File: config.mk
export PLATFORM = sky130hd
export DESIGN_NAME = road_signal_ctrl
export DESIGN_NICKNAME = d
export VERILOG_FILES = /design/src/rtl/road_signal_pkg.sv /design/src/rtl/road_interval_timer.sv /design/src/rtl/road_phase_seq.sv /design/src/rtl/road_lamp_decode.sv /design/src/rtl/road_signal_ctrl.sv
export SDC_FILE = /design/constraint.sdc
export NUM_CORES = 1
export LEC_CHECK = 0
export ABC_AREA = 1
export BUFFER_PORTS_ARGS = -buffer_cell sky130_fd_sc_hd__buf_2
export CORE_AREA = 2 2 39 41
export CTS_BUF_LIST = sky130_fd_sc_hd__clkbuf_2
export DETAILED_ROUTE_END_ITERATION = 16
export DIE_AREA = 0 0 41 43
export GPL_ROUTABILITY_DRIVEN = 1
export PLACE_DENSITY = 0.61
export SYNTH_ARGS = -nofsm -noshare
export SYNTH_HDL_FRONTEND = slang
export SYNTH_SLANG_ARGS = --single-unit
export TNS_END_PERCENT = 5
File: constraint.sdc
create_clock -name clk -period 1.9 [get_ports clk]
set_input_delay 0.38 -clock clk [delete_from_list [all_inputs] [get_ports clk]]
set_output_delay 0.38 -clock clk [all_outputs]
set_load 0.02 [all_outputs]
File: src/rtl/road_signal_pkg.sv
package road_signal_pkg;

   typedef enum logic [1:0] {
      PH_HWY_GO    = 2'd0,
      PH_HWY_WARN  = 2'd1,
      PH_FARM_GO   = 2'd2,
      PH_FARM_WARN = 2'd3
   } phase_t;

   localparam int LAMP_W = 3;
   localparam int PHASE_N = 4;

   localparam logic [LAMP_W-1:0] LAMP_RED   = 3'b001;
   localparam logic [LAMP_W-1:0] LAMP_AMBER = 3'b010;
   localparam logic [LAMP_W-1:0] LAMP_GREEN = 3'b100;

endpackage

File: src/rtl/road_interval_timer.sv
module road_interval_timer #(
   parameter int SHORT_CYCLES = 4,
   parameter int LONG_CYCLES  = 12
) (
   input  logic clk,
   input  logic rst,
   input  logic restart,
   output logic short_done,
   output logic long_done
);
   localparam int CNT_W = $clog2(LONG_CYCLES + 1);
   localparam logic [CNT_W-1:0] SHORT_LIM = CNT_W'(SHORT_CYCLES);
   localparam logic [CNT_W-1:0] LONG_LIM  = CNT_W'(LONG_CYCLES);

   if (SHORT_CYCLES < 1) begin : g_bad_short
      $error("road_interval_timer: SHORT_CYCLES must be at least 1");
   end
   if (LONG_CYCLES <= SHORT_CYCLES) begin : g_bad_long
      $error("road_interval_timer: LONG_CYCLES must exceed SHORT_CYCLES");
   end

   logic [CNT_W-1:0] count_q;

   // count saturates at the long limit so both flags stay high
   always_ff @(posedge clk) begin
      if (rst || restart) begin
         count_q <= '0;
      end else if (count_q != LONG_LIM) begin
         count_q <= count_q + 1'b1;
      end
   end

   assign short_done = (count_q >= SHORT_LIM);
   assign long_done  = (count_q == LONG_LIM);

endmodule

File: src/rtl/road_phase_seq.sv
module road_phase_seq
   import road_signal_pkg::*;
#(
   parameter bit ONEHOT_STATE = 1'b0
) (
   input  logic   clk,
   input  logic   rst,
   input  logic   car_present,
   input  logic   short_done,
   input  logic   long_done,
   output phase_t phase,
   output logic   restart
);
   phase_t phase_nxt;

   // exit conditions per phase; restart marks every exit
   always_comb begin
      phase_nxt = phase;
      restart   = 1'b0;
      unique case (phase)
         PH_HWY_GO: begin
            if (long_done && car_present) begin
               phase_nxt = PH_HWY_WARN;
               restart   = 1'b1;
            end
         end
         PH_HWY_WARN: begin
            if (short_done) begin
               phase_nxt = PH_FARM_GO;
               restart   = 1'b1;
            end
         end
         PH_FARM_GO: begin
            if (long_done || !car_present) begin
               phase_nxt = PH_FARM_WARN;
               restart   = 1'b1;
            end
         end
         PH_FARM_WARN: begin
            if (short_done) begin
               phase_nxt = PH_HWY_GO;
               restart   = 1'b1;
            end
         end
         default: begin
            phase_nxt = PH_HWY_GO;
            restart   = 1'b1;
         end
      endcase
   end

   if (ONEHOT_STATE) begin : g_onehot
      logic [PHASE_N-1:0] hot_q;

      always_ff @(posedge clk) begin
         if (rst) begin
            hot_q <= PHASE_N'(1);
         end else begin
            hot_q <= PHASE_N'(1) << phase_nxt;
         end
      end

      always_comb begin
         phase = PH_HWY_GO;
         if (hot_q[1]) phase = PH_HWY_WARN;
         if (hot_q[2]) phase = PH_FARM_GO;
         if (hot_q[3]) phase = PH_FARM_WARN;
      end
   end else begin : g_binary
      always_ff @(posedge clk) begin
         if (rst) begin
            phase <= PH_HWY_GO;
         end else begin
            phase <= phase_nxt;
         end
      end
   end

endmodule

File: src/rtl/road_lamp_decode.sv
module road_lamp_decode
   import road_signal_pkg::*;
(
   input  phase_t            phase,
   output logic [LAMP_W-1:0] hwy_lamp,
   output logic [LAMP_W-1:0] farm_lamp
);
   always_comb begin
      hwy_lamp  = LAMP_RED;
      farm_lamp = LAMP_RED;
      unique case (phase)
         PH_HWY_GO:    hwy_lamp  = LAMP_GREEN;
         PH_HWY_WARN:  hwy_lamp  = LAMP_AMBER;
         PH_FARM_GO:   farm_lamp = LAMP_GREEN;
         PH_FARM_WARN: farm_lamp = LAMP_AMBER;
         default:      hwy_lamp  = LAMP_RED;
      endcase
   end

endmodule

File: src/rtl/road_signal_ctrl.sv
module road_signal_ctrl
   import road_signal_pkg::*;
#(
   parameter int SHORT_CYCLES = 4,
   parameter int LONG_CYCLES  = 12,
   parameter bit ONEHOT_STATE = 1'b0
) (
   input  logic       clk,
   input  logic       rst,
   input  logic       car_present,
   output logic [2:0] hwy_lamp,
   output logic [2:0] farm_lamp,
   output logic       timer_restart
);
   logic   tmr_short;
   logic   tmr_long;
   phase_t cur_phase;

   road_interval_timer #(
      .SHORT_CYCLES (SHORT_CYCLES),
      .LONG_CYCLES  (LONG_CYCLES)
   ) timer_i (
      .clk        (clk),
      .rst        (rst),
      .restart    (timer_restart),
      .short_done (tmr_short),
      .long_done  (tmr_long)
   );

   road_phase_seq #(
      .ONEHOT_STATE (ONEHOT_STATE)
   ) seq_i (
      .clk         (clk),
      .rst         (rst),
      .car_present (car_present),
      .short_done  (tmr_short),
      .long_done   (tmr_long),
      .phase       (cur_phase),
      .restart     (timer_restart)
   );

   road_lamp_decode lamp_i (
      .phase     (cur_phase),
      .hwy_lamp  (hwy_lamp),
      .farm_lamp (farm_lamp)
   );

endmodule

==> impl_metrics.py <==
metrics = {
    "synth": {
        "avgSynthCellArea_um2": 7.82,
        "synth_area_um2": 500,
        "yosysTopAreaCell": "dfxtp_1",
        "synth_fp_nets": 74,
        "ys_async_sr_fraction_pct": 0,
        "synth_edf_count": 0,
        "ys_ff_latch": 6,
        "syn_inst": 64,
        "synth.area.top_cells": "dfxtp_1, ha_1, bufinv_8",
        "ys.warnings.count": 0,
        "ys_seq_area_share_pct": 24.0,
        "synth_cell_types": 18,
        "synth_flop_cell": "dfxtp_1",
        "synth_common_cells": "nand2_1, nor2_1, inv_1",
        "yosysTopAreaCellShare_pct": 24.0,
    },
    "floorplan": {
        "die_h_um": 43,
        "start_util_pct": 36.2,
        "dieArea_mm2": 0.00176,
        "core_mm2": 0.00138,
        "rows": 14,
        "die_w_um": 41,
        "pin_count": 10,
    },
    "setup_path": {
        "path_cells": "bufinv_8 -> ha_1 -> nand2_1 -> nand2_1 -> nand2_2 -> inv_1 -> buf_4",
        "worst_setup_path_start_kind": "register",
        "cpPeakStageDelay_ps": 380,
        "worstSetupPathType": "register to output pin",
        "worstReg2RegStart": "seq_i.phase[0]$_SDFFE_PP0P_",
        "crit_path_start": "seq_i.phase[0]$_SDFFE_PP0P_",
        "ff2ff_path_depth": 8,
        "endpoint_kind": "output pin",
        "path_max_fanout": 5,
        "required_ps": 1520,
        "critPathSlowestCell": "dfxtp_4",
        "cp.arrival_ps": 1430,
        "cpMostUsedCell": "nand2_1",
    },
    "global_routing": {
        "track_usage_pct": 10.9,
        "grt_overflow_total": 0,
        "grt_pass1_wl_mm": 1.32,
        "grt_max_degree": 7,
        "use_met1_pct": 15.9,
        "grt_use_met3_pct": 1.57,
        "use_met2_pct": 13.8,
        "gr-max-usage-layer": "met1",
        "grt_pass1_vias": 352,
        "antenna_found_initial": 0,
    },
    "sta": {
        "setup_viol": 0,
        "hold_violations": 0,
        "skew_ps": 0.255,
        "fin_ws_ps": 91.7,
        "holdWs_ps": 423,
        "finalCritPeriodShare_pct": 95.2,
        "tns_ps": 0,
        "rsz0062_at_grt": "no",
        "min_period_ps": 1810,
        "worstMarginPinSlew_ps": 257,
        "drv_slew": 0,
        "slew_headroom_pct": 82.8,
        "fmax_mhz": 553,
    },
    "layout": {
        "post-route-util_pct": 44.5,
        "n_antenna_cell": 0,
        "syn2layout_area_growth_pct": 23.0,
        "layout.nets": 89,
        "drive_gt1_share_pct": 44.2,
        "fill_cells": 147,
    },
    "power_and_ir_drop": {
        "leakagePower_nw": 0.307,
        "power.density_mw_per_mm2": 1770,
        "max-vdd-ir-drop_mv": 0.674,
        "p_total_mw": 1.09,
    },
    "clock_tree": {
        "clkTransAtPathRegs_ps": 50,
        "cts_tree": "built",
        "cts.sinks": 6,
        "cts_buffer_depth": 2,
        "cts-root-buf": "clkbuf_2",
        "cts_hold_buf": 0,
        "cts_buffers": 3,
        "clk_latency_ps": 210,
        "htree_levels": 1,
    },
    "run_status": {
        "status": "completed",
    },
    "routing": {
        "final_antenna_net_count": 0,
        "initialDrtViolationCount": 5,
        "viasPerCell": 4.40,
        "drc": 0,
        "totalWireLength_um": 829,
        "wl_per_cell_um": 8.91,
        "drt-pass1-iter-count": 4,
        "vias": 409,
    },
    "hold_path": {
        "min_from": "rst",
        "hold_depth": 4,
        "hold_path.class": "primary input to register",
    },
    "run": {
        "maxCapViolations": 0,
    },
    "placed_design": {
        "gp_congestion": 0.727,
        "io_buffers": 9,
        "dp_slack_ps": 152,
        "dp_hpwl_um": 639,
    },
}
## flip-flops by register name, indices dropped and copies added, names as in the netlist
signal,cells
timer_i.count_q,4
seq_i.phase,2
## power breakdown
group          switching (mW)  internal, mW
Clock                  0.0403        0.0427
Combinational           0.438         0.319
Sequential             0.0667         0.181
Total                   0.545         0.543
## repair_timing
item	4_1_cts	5_1_grt
endpoints found under the setup margin	1	1
gates resized for setup	3	8
pin swaps	0	3
setup buffers	0	1
## layout by cell type, fill, tap and decap left out, drive strengths merged
cell type,count
a31oi,1
buf,10
bufinv,1
clkbuf,3
dfxtp,6
ha,7
inv,11
nand2,12
nand3,3
nand3b,1
nand4,3
nor2,13
nor3,1
o21ai,3
xor2,2
## metal layers
layer  share of wire [%]  up-vias  wire (um)
li1                    -      227          -
met1                  49      171        405
met2                  45        9        374
met3                 4.9        2         41
met4                0.97        0          8
met5                   0        -          0
## worst max-delay path, delay by kind of cell, from the launching register on
family | cells | cell delay [ps]
flip-flops | 1 | 380
buffers and inverters | 3 | 370
AND/OR/NAND/NOR | 3 | 220
adder cells (fa/ha/maj) | 1 | 250
## worst paths after layout
kind | end | slack (ps)
hold / removal | seq_i.phase[1]$_SDFFE_PP0P_ | 420
hold reg to reg | timer_i.count_q[0]$_SDFFE_PP0P_ | 560
setup reg to reg | timer_i.count_q[2]$_SDFFE_PP0P_ | 550
setup / recovery | timer_restart | 90
## area by class of cell
type / count / area (um2) / area share (%)
Multi-Input combinational cell: 46 / 333 / 54.1
Timing Repair Buffer: 10 / 55.1 / 8.94
Sequential cell: 6 / 126 / 20.5
Inverter: 12 / 66.3 / 10.8
Tap cell: 16 / 20.0 / 3.25
Clock buffer: 3 / 15.0 / 2.44
## kinds of logic (layout without fill, tap and decap cells)
kind of cell | count (synthesis) | after routing | share of synthesized area [%]
buffers and inverters | 12 | 25 | 14.5
xor gates and xnor gates | 2 | 2 | 3.50
AOI/OAI and AO/OA | 4 | 4 | 5.00
DFF | 6 | 6 | 24.0
and+or+nand+nor | 33 | 33 | 35.5
adders and majority gates | 7 | 7 | 17.5
## per-stage QoR
| step | instance area [um2] | cells |
|---|---|---|
| final | 616 | 93 |
| after global routing | 616 | 93 |
| after CTS | 586 | 92 |
| after detailed placement | 566 | 89 |
| after global placement | 566 | 89 |
| after floorplan | 500 | 64 |
Note: power is estimated with default switching activity, not from simulation.
